`src/rtl/blc_pkg.sv`:
```
package blc_pkg;

    typedef enum logic [2:0] {
        ST_IDLE,
        ST_DELAY,
        ST_ACTIVE,
        ST_UPDATE,
        ST_HOLD
    } win_state_t;

    // control register layout, MSB first
    typedef struct packed {
        logic [1:0] cnt_sel;
        logic [1:0] scale_sel;
        logic       int_win;
        logic       auto_en;
    } ctrl_t;

    localparam int unsigned CTRL_W = $bits(ctrl_t);

    localparam logic [1:0] ADDR_TARGET = 2'd0;
    localparam logic [1:0] ADDR_CTRL   = 2'd1;
    localparam logic [1:0] ADDR_OFFSET = 2'd2;

    // right-shift amount applied to the black level error
    function automatic int unsigned scale_shift(input logic [1:0] code);
        unique case (code)
            2'b00:   scale_shift = 0;
            2'b01:   scale_shift = 1;
            2'b10:   scale_shift = 2;
            default: scale_shift = 4;
        endcase
    endfunction

endpackage

```
`src/rtl/blc_regs.sv`:
```
module blc_regs
    import blc_pkg::*;
#(
    parameter int unsigned DATA_W = 10
) (
    input  logic              clk,
    input  logic              rst_n,
    input  logic              wr_en_i,
    input  logic [1:0]        wr_addr_i,
    input  logic [DATA_W-1:0] wr_data_i,
    output logic [DATA_W-1:0] target_o,
    output ctrl_t             ctrl_o,
    output logic              man_wr_o,
    output logic [DATA_W-1:0] man_data_o
);

    localparam ctrl_t CTRL_RST = '{cnt_sel: 2'b00, scale_sel: 2'b00,
                                   int_win: 1'b1, auto_en: 1'b0};

    logic [DATA_W-1:0] target_q;
    ctrl_t             ctrl_q;

    always_ff @(posedge clk or negedge rst_n) begin
        if (!rst_n) begin
            target_q <= '0;
            ctrl_q   <= CTRL_RST;
        end else if (wr_en_i) begin
            if (wr_addr_i == ADDR_TARGET) target_q <= wr_data_i;
            if (wr_addr_i == ADDR_CTRL)   ctrl_q   <= ctrl_t'(wr_data_i[CTRL_W-1:0]);
        end
    end

    // host offset writes only land while the loop is not in control
    assign man_wr_o   = wr_en_i && (wr_addr_i == ADDR_OFFSET) && !ctrl_q.auto_en;
    assign man_data_o = wr_data_i;
    assign target_o   = target_q;
    assign ctrl_o     = ctrl_q;

endmodule

```
`src/rtl/blc_window.sv`:
```
module blc_window
    import blc_pkg::*;
#(
    parameter int unsigned DATA_W  = 10,
    parameter int unsigned DLY_CYC = 10,
    parameter int unsigned LOG_MIN = 4,
    parameter int unsigned SEL_W   = 2
) (
    input  logic              clk,
    input  logic              rst_n,
    input  logic [DATA_W-1:0] smp_i,
    input  logic              line_clamp_i,
    input  logic              ext_clamp_i,
    input  logic              auto_en_i,
    input  logic              int_win_i,
    input  logic [SEL_W-1:0]  cnt_sel_i,
    output logic              win_o,
    output logic              upd_req_o,
    output logic [DATA_W-1:0] avg_o
);

    localparam int unsigned LOG_MAX = LOG_MIN + (1 << SEL_W) - 1;
    localparam int unsigned PCNT_W  = LOG_MAX;
    localparam int unsigned ACC_W   = DATA_W + LOG_MAX;
    localparam int unsigned DCNT_W  = $clog2(DLY_CYC + 1);

    win_state_t        state_q, state_n;
    logic              lc_q;
    logic              lc_fall;
    logic              take;
    logic [DCNT_W-1:0] dcnt_q;
    logic [PCNT_W-1:0] pcnt_q;
    logic [ACC_W-1:0]  acc_q;
    logic [PCNT_W:0]   n_pix;
    logic [PCNT_W-1:0] n_last;
    logic [ACC_W-1:0]  acc_sh;
    logic              last_smp;

    assign n_pix   = {{PCNT_W{1'b0}}, 1'b1} << (LOG_MIN + 32'(cnt_sel_i));
    assign n_last  = n_pix[PCNT_W-1:0] - {{(PCNT_W-1){1'b0}}, 1'b1};
    assign lc_fall = lc_q && !line_clamp_i;
    assign last_smp = (pcnt_q == n_last);

    always_ff @(posedge clk or negedge rst_n) begin
        if (!rst_n) lc_q <= 1'b0;
        else        lc_q <= line_clamp_i;
    end

    // state register
    always_ff @(posedge clk or negedge rst_n) begin
        if (!rst_n) state_q <= ST_IDLE;
        else        state_q <= state_n;
    end

    // next state and sample strobe
    always_comb begin
        state_n = state_q;
        take    = 1'b0;
        unique case (state_q)
            ST_IDLE: begin
                if (int_win_i) begin
                    if (lc_fall) state_n = ST_DELAY;
                end else if (ext_clamp_i) begin
                    take    = 1'b1;
                    state_n = ST_ACTIVE;
                end
            end
            ST_DELAY: begin
                if (dcnt_q == DCNT_W'(DLY_CYC)) state_n = ST_ACTIVE;
            end
            ST_ACTIVE: begin
                if (int_win_i || ext_clamp_i) begin
                    take = 1'b1;
                    if (last_smp) state_n = ST_UPDATE;
                end else begin
                    state_n = ST_IDLE;
                end
            end
            ST_UPDATE: begin
                state_n = int_win_i ? ST_IDLE : ST_HOLD;
            end
            ST_HOLD: begin
                if (!ext_clamp_i) state_n = ST_IDLE;
            end
            default: state_n = ST_IDLE;
        endcase
        if (!auto_en_i) begin
            state_n = ST_IDLE;
            take    = 1'b0;
        end
    end

    // counters and accumulator
    always_ff @(posedge clk or negedge rst_n) begin
        if (!rst_n) begin
            dcnt_q <= '0;
            pcnt_q <= '0;
            acc_q  <= '0;
        end else begin
            if (state_q == ST_DELAY) dcnt_q <= dcnt_q + 1'b1;
            else                     dcnt_q <= DCNT_W'(1);
            if (state_q == ST_IDLE || state_q == ST_DELAY) begin
                pcnt_q <= take ? PCNT_W'(1) : '0;
                acc_q  <= take ? ACC_W'(smp_i) : '0;
            end else if (take) begin
                pcnt_q <= pcnt_q + 1'b1;
                acc_q  <= acc_q + ACC_W'(smp_i);
            end
        end
    end

    // outputs
    always_comb begin
        acc_sh    = acc_q >> (LOG_MIN + 32'(cnt_sel_i));
        avg_o     = acc_sh[DATA_W-1:0];
        win_o     = take;
        upd_req_o = (state_q == ST_UPDATE) && auto_en_i;
    end


    win_count_chk: assert property (@(posedge clk) disable iff (!rst_n)
        (state_q == ST_ACTIVE) |-> (pcnt_q <= n_last));


    delay_bound_chk: assert property (@(posedge clk) disable iff (!rst_n)
        (state_q == ST_DELAY) |-> (dcnt_q <= DCNT_W'(DLY_CYC)));


    auto_off_idle_chk: assert property (@(posedge clk) disable iff (!rst_n)
        !auto_en_i |=> (state_q == ST_IDLE));

endmodule

```
`src/rtl/blc_integ.sv`:
```
module blc_integ
    import blc_pkg::*;
#(
    parameter int unsigned DATA_W = 10
) (
    input  logic              clk,
    input  logic              rst_n,
    input  logic              upd_req_i,
    input  logic [DATA_W-1:0] avg_i,
    input  logic [DATA_W-1:0] target_i,
    input  logic [1:0]        scale_sel_i,
    input  logic              man_wr_i,
    input  logic [DATA_W-1:0] man_data_i,
    output logic [DATA_W-1:0] offset_o,
    output logic              done_o
);

    localparam int unsigned SUM_W = DATA_W + 2;
    localparam logic signed [SUM_W-1:0] OFF_MAX = SUM_W'((1 << (DATA_W - 1)) - 1);
    localparam logic signed [SUM_W-1:0] OFF_MIN = ~OFF_MAX;

    logic [DATA_W-1:0]        offset_q;
    logic                     done_q;
    logic signed [DATA_W:0]   err;
    logic signed [DATA_W:0]   scaled;
    logic signed [SUM_W-1:0]  sum;
    logic [DATA_W-1:0]        off_n;

    always_comb begin
        err    = $signed({1'b0, target_i}) - $signed({1'b0, avg_i});
        scaled = err >>> scale_shift(scale_sel_i);
        sum    = $signed({{2{offset_q[DATA_W-1]}}, offset_q})
               + $signed({scaled[DATA_W], scaled});
        if (sum > OFF_MAX)      off_n = OFF_MAX[DATA_W-1:0];
        else if (sum < OFF_MIN) off_n = OFF_MIN[DATA_W-1:0];
        else                    off_n = sum[DATA_W-1:0];
    end

    always_ff @(posedge clk or negedge rst_n) begin
        if (!rst_n) begin
            offset_q <= '0;
            done_q   <= 1'b0;
        end else begin
            done_q <= upd_req_i && !man_wr_i;
            if (man_wr_i)       offset_q <= man_data_i;
            else if (upd_req_i) offset_q <= off_n;
        end
    end

    assign offset_o = offset_q;
    assign done_o   = done_q;


    done_pulse_chk: assert property (@(posedge clk) disable iff (!rst_n)
        done_q |=> !done_q);


    offset_hold_chk: assert property (@(posedge clk) disable iff (!rst_n)
        !$stable(offset_q) |-> ($past(upd_req_i) || $past(man_wr_i)));

endmodule

```
`src/rtl/blc_loop.sv`:
```
module blc_loop
    import blc_pkg::*;
#(
    parameter int unsigned DATA_W  = 10,
    parameter int unsigned DLY_CYC = 10,
    parameter int unsigned LOG_MIN = 4
) (
    input  logic              clk,
    input  logic              rst_n,
    input  logic [DATA_W-1:0] smp_data,
    input  logic              line_clamp,
    input  logic              ext_clamp,
    input  logic              cfg_we,
    input  logic [1:0]        cfg_addr,
    input  logic [DATA_W-1:0] cfg_wdata,
    output logic [DATA_W-1:0] offset_code,
    output logic              clamp_win,
    output logic              upd_done
);

    ctrl_t             ctrl;
    logic [DATA_W-1:0] target;
    logic              man_wr;
    logic [DATA_W-1:0] man_data;
    logic              upd_req;
    logic [DATA_W-1:0] avg;

    blc_regs #(.DATA_W(DATA_W)) u_regs (
        .clk        (clk),
        .rst_n      (rst_n),
        .wr_en_i    (cfg_we),
        .wr_addr_i  (cfg_addr),
        .wr_data_i  (cfg_wdata),
        .target_o   (target),
        .ctrl_o     (ctrl),
        .man_wr_o   (man_wr),
        .man_data_o (man_data)
    );

    blc_window #(
        .DATA_W  (DATA_W),
        .DLY_CYC (DLY_CYC),
        .LOG_MIN (LOG_MIN),
        .SEL_W   (2)
    ) u_window (
        .clk          (clk),
        .rst_n        (rst_n),
        .smp_i        (smp_data),
        .line_clamp_i (line_clamp),
        .ext_clamp_i  (ext_clamp),
        .auto_en_i    (ctrl.auto_en),
        .int_win_i    (ctrl.int_win),
        .cnt_sel_i    (ctrl.cnt_sel),
        .win_o        (clamp_win),
        .upd_req_o    (upd_req),
        .avg_o        (avg)
    );

    blc_integ #(.DATA_W(DATA_W)) u_integ (
        .clk         (clk),
        .rst_n       (rst_n),
        .upd_req_i   (upd_req),
        .avg_i       (avg),
        .target_i    (target),
        .scale_sel_i (ctrl.scale_sel),
        .man_wr_i    (man_wr),
        .man_data_i  (man_data),
        .offset_o    (offset_code),
        .done_o      (upd_done)
    );

endmodule

```
`config.mk`:
```
export PLATFORM = sky130hd
export DESIGN_NAME = blc_loop
export DESIGN_NICKNAME = d
export VERILOG_FILES = /design/src/rtl/blc_pkg.sv /design/src/rtl/blc_regs.sv /design/src/rtl/blc_window.sv /design/src/rtl/blc_integ.sv /design/src/rtl/blc_loop.sv
export SDC_FILE = /design/constraint.sdc
export NUM_CORES = 1
export LEC_CHECK = 0
export BUFFER_PORTS_ARGS = -buffer_cell sky130_fd_sc_hd__buf_4
export CORE_UTILIZATION = 65
export CTS_CLUSTER_DIAMETER = 30
export CTS_CLUSTER_SIZE = 12
export DETAILED_ROUTE_END_ITERATION = 7
export HOLD_SLACK_MARGIN = 0.05
export PLACE_DENSITY = 0.85
export SYNTH_ARGS = -nofsm -noshare
export SYNTH_HDL_FRONTEND = slang
export SYNTH_SLANG_ARGS = --single-unit
```
`constraint.sdc`:
```
create_clock -name clk -period 8.7 [get_ports clk]
set_input_delay 0.435 -clock clk [delete_from_list [all_inputs] [get_ports clk]]
set_output_delay 0.435 -clock clk [all_outputs]
set_load 0.005 [all_outputs]
```
==> impl_metrics.tcl <==
set metrics [dict create \
    run_status "finished clean" \
    cp_cell_sequence "mux4_2 -> inv_1 -> ha_1 -> nor2b_1 -> o31a_1 -> o41a_1 -> a211oi_1 -> xnor2_1 -> nand2_1 -> a32oi_1 -> ha_1 -> and3_1 -> a211oi_1 -> o21bai_1 -> or4b_2 -> a21oi_1 -> o21ai_0 -> o22ai_1" \
    synth_edf_count 0 \
    first_iter_violations 252 \
    setup_slack_ns 2.621 \
    seq_power_share_pct 26.0 \
    area_growth_pct 12.04 \
    pwr-share-comb_pct 59.0 \
    antenna_found_initial 0 \
    synth_cells 496 \
    pin_count 39 \
    fin_crit_sh_pct 69.87 \
    p_sw_share_pct 44.91 \
    max_stage_delay_ns 0.74 \
    clk_latency_ns 0.36 \
    synth.top_cells.by_count "58 x dfrtp_1, 45 x nand2_1, 39 x nor2_1" \
    fin_util_pct 76.01 \
    synth_cell_types 64 \
    grt_pass1_wl_um 18410 \
    start_util_pct 67.84 \
    cts_root_buffer "clkbuf_8" \
    clock_path_buffers 2 \
    final_antenna_net_count 0 \
    grt_start_max_net_pins 60 \
    path_buf_inv 1 \
    finalSetupViolations 0 \
    ys_seq_area_share_pct 31.88 \
    routed_wl_um 11020 \
    dieWidth_um 86.44 \
    gr-usage-all-layers_pct 31.98 \
    port_buffers 38 \
    clock_sinks 59 \
    worstPathArrival_ns 6.35 \
    cts_tree "built" \
    final_nets 596 \
    first_pass_iters 5 \
    fin_tns_setup_ns 0 \
    synth-seq-cells 59 \
    synthFlopType "dfrtp_1" \
    rows 30 \
    async_flop_share_pct 100.0 \
    holdWs_ns 0.1500 \
    power_density_nw_per_um2 304.2 \
    tightestPinTransition_ns 0.7741 \
    min_path_type "in -> async" \
    synth.top_cell.area_share_pct 31.32 \
    yosysMostFrequentCell "dfrtp_1" \
    cp_top_family "compound AO/OA/AOI/OAI gates" \
    p_int_uw 870.3 \
    fmax_mhz 164.5 \
    synth_top_area_cell "dfrtp_1" \
    pwr-share-clk_pct 15.0 \
    diodes 0 \
    grt-ovfl-total 0 \
    coreArea_um2 6832 \
    vias_per_cell 6.449 \
    cts_buffers 9 \
    syn_area_um2 4634 \
    slew_violations 0 \
    startpoint_type "register" \
    relSlewSlack_pct 48.40 \
    post_cts_buffers 0 \
    synth_fp_nets 560 \
    cp.required_ns 8.97 \
    drv_cap 0 \
    grt_pass1_vias 3958 \
    fin_skew_ns 0.01226 \
    cts_hold_buf 0 \
    worstSetupPathType "reg -> reg" \
    crit_slowest_cell "dfrtp_1" \
    wl_per_cell_um 17.40 \
    fp.dieArea_um2 7472 \
    cts-resized-gates 0 \
    dp_hpwl_um 7998 \
    hold_viol_final 0 \
    ir_drop_mv 0.1242 \
    rsz0062_at_grt "no" \
    synth.area.top_cells "dfrtp_1 31%, ha_1 9.2%, mux4_2 6.8%" \
    die_y_um 86.44 \
    pre_cts_ws_ns 2.743 \
    cp_max_fo 13 \
    end_kind "register" \
    power.leakage_nw 2.295 \
    drive_gt1_share_pct 19.74 \
    synth.avg_cell_area_um2 9.344 \
    route.detailed.drc 0 \
    yosysWarnings 0 \
    via_count 4082 \
    period_needed_ns 6.079 \
    clk_pin_slew_ns 0.08 \
    switchingPower_uw 709.4 \
    h-tree-depth 3 \
    gp_congestion 0.9483 \
    fillers 491 \
]
==> power by group through the flow <==
| stage | logic, mW | clock network [mW] | registers [mW] |
|---|---|---|---|
| floorplan | 0.722 | 0 | 0.376 |
| global placement | 0.881 | 0 | 0.409 |
| detailed placement | 0.910 | 0 | 0.412 |
| CTS | 0.918 | 0.237 | 0.408 |
| global route | 1.03 | 0.247 | 0.418 |
| finish | 0.933 | 0.236 | 0.410 |
==> final timing paths <==
| path | from | endpoint | slack [ns] | cells after the start |
|---|---|---|---|---|
| max in group asynchronous | rst_n | u_regs.ctrl_o[3] | 8.03 | 1 |
| min | rst_n | u_window.acc_q[2] | 0.15 | 1 |
| max reg2reg | u_regs.ctrl_o[4] | u_integ.offset_o[6] | 2.62 | 18 |
| min in group clk | line_clamp | u_window.lc_q | 0.18 | 1 |
| max | u_regs.ctrl_o[4] | u_integ.offset_o[6] | 2.62 | 18 |
| min reg2reg | u_window.acc_q[0] | u_window.acc_q[0] | 0.52 | 1 |
==> metrics by stage <==
| step | total power [mW] | cells | area [um2] |
|---|---|---|---|
| after floorplan | 1.098 | 496 | 4634 |
| after global placement | 1.290 | 617 | 5014 |
| after detailed placement | 1.322 | 617 | 5014 |
| after CTS | 1.564 | 633 | 5192 |
| after global routing | 1.699 | 633 | 5192 |
| final | 1.580 | 633 | 5192 |
==> flip-flops by register name (all words and copies together), names as in the netlist <==
name and cells:
u_window.pcnt_q 7, u_integ.offset_o 10, u_window.lc_q 1, u_regs.ctrl_o 6, u_window.state_q 3, u_regs.target_o 10
u_integ.done_o 1, u_window.dcnt_q 4, u_window.acc_q 17
==> routing by layer <==
layer	vias to the layer above	global-route usage (%)	routed length [um]
met5	-	0	0
met4	0	15.15	369
met3	41	7.714	743
met2	193	51.88	5263
met1	1935	40.50	4640
li1	1913	-	-
==> worst reg2reg max path, delay by kind of cell, from the launching register on <==
family / cells / cell delay, ns
multiplexers: 1 / 0.58
AO/OA/AOI/OAI: 9 / 2.66
XOR/XNOR: 1 / 0.24
buffers and inverters: 1 / 0.11
AND/OR/NAND/NOR: 4 / 1.13
flip-flops: 1 / 0.74
adder cells (fa/ha/maj): 2 / 0.54
==> logic make-up after synthesis <==
logic type                 share of synthesized area, %
DFF                                               31.88
buffers and inverters                             3.591
adders and majority gates                         10.48
xor gates and xnor gates                          6.426
muxes                                             12.07
and+or+nand+nor                                   17.25
AOI/OAI and AO/OA                                 18.30
==> layout by cell type (no fill, tap or decap), types with 6 or more instances in the layout <==
master / instances
mux4_2: 14
o21ai_0: 22
buf_4: 42
nor3_1: 10
o21a_1: 6
and3_1: 8
xor2_1: 15
nand3_1: 18
ha_1: 34
xnor2_1: 19
inv_1: 27
nor2_1: 38
a211oi_1: 13
nand2_1: 45
a21oi_1: 27
mux2_2: 19
clkbuf_8: 10
a22o_1: 9
dfrtp_1: 58
==> area by class of cell <==
class | instances | area [um2] | share of cell area (%)
flip-flops and latches | 59 | 1478 | 28.46
clock buffers | 11 | 141.4 | 2.723
repair buffers | 42 | 315.3 | 6.072
clock inverters | 5 | 37.54 | 0.7229
well taps | 96 | 120.1 | 2.313
inverters | 27 | 101.3 | 1.952
multi-input cells | 393 | 2999 | 57.76
(Power assumes the default switching activity.)
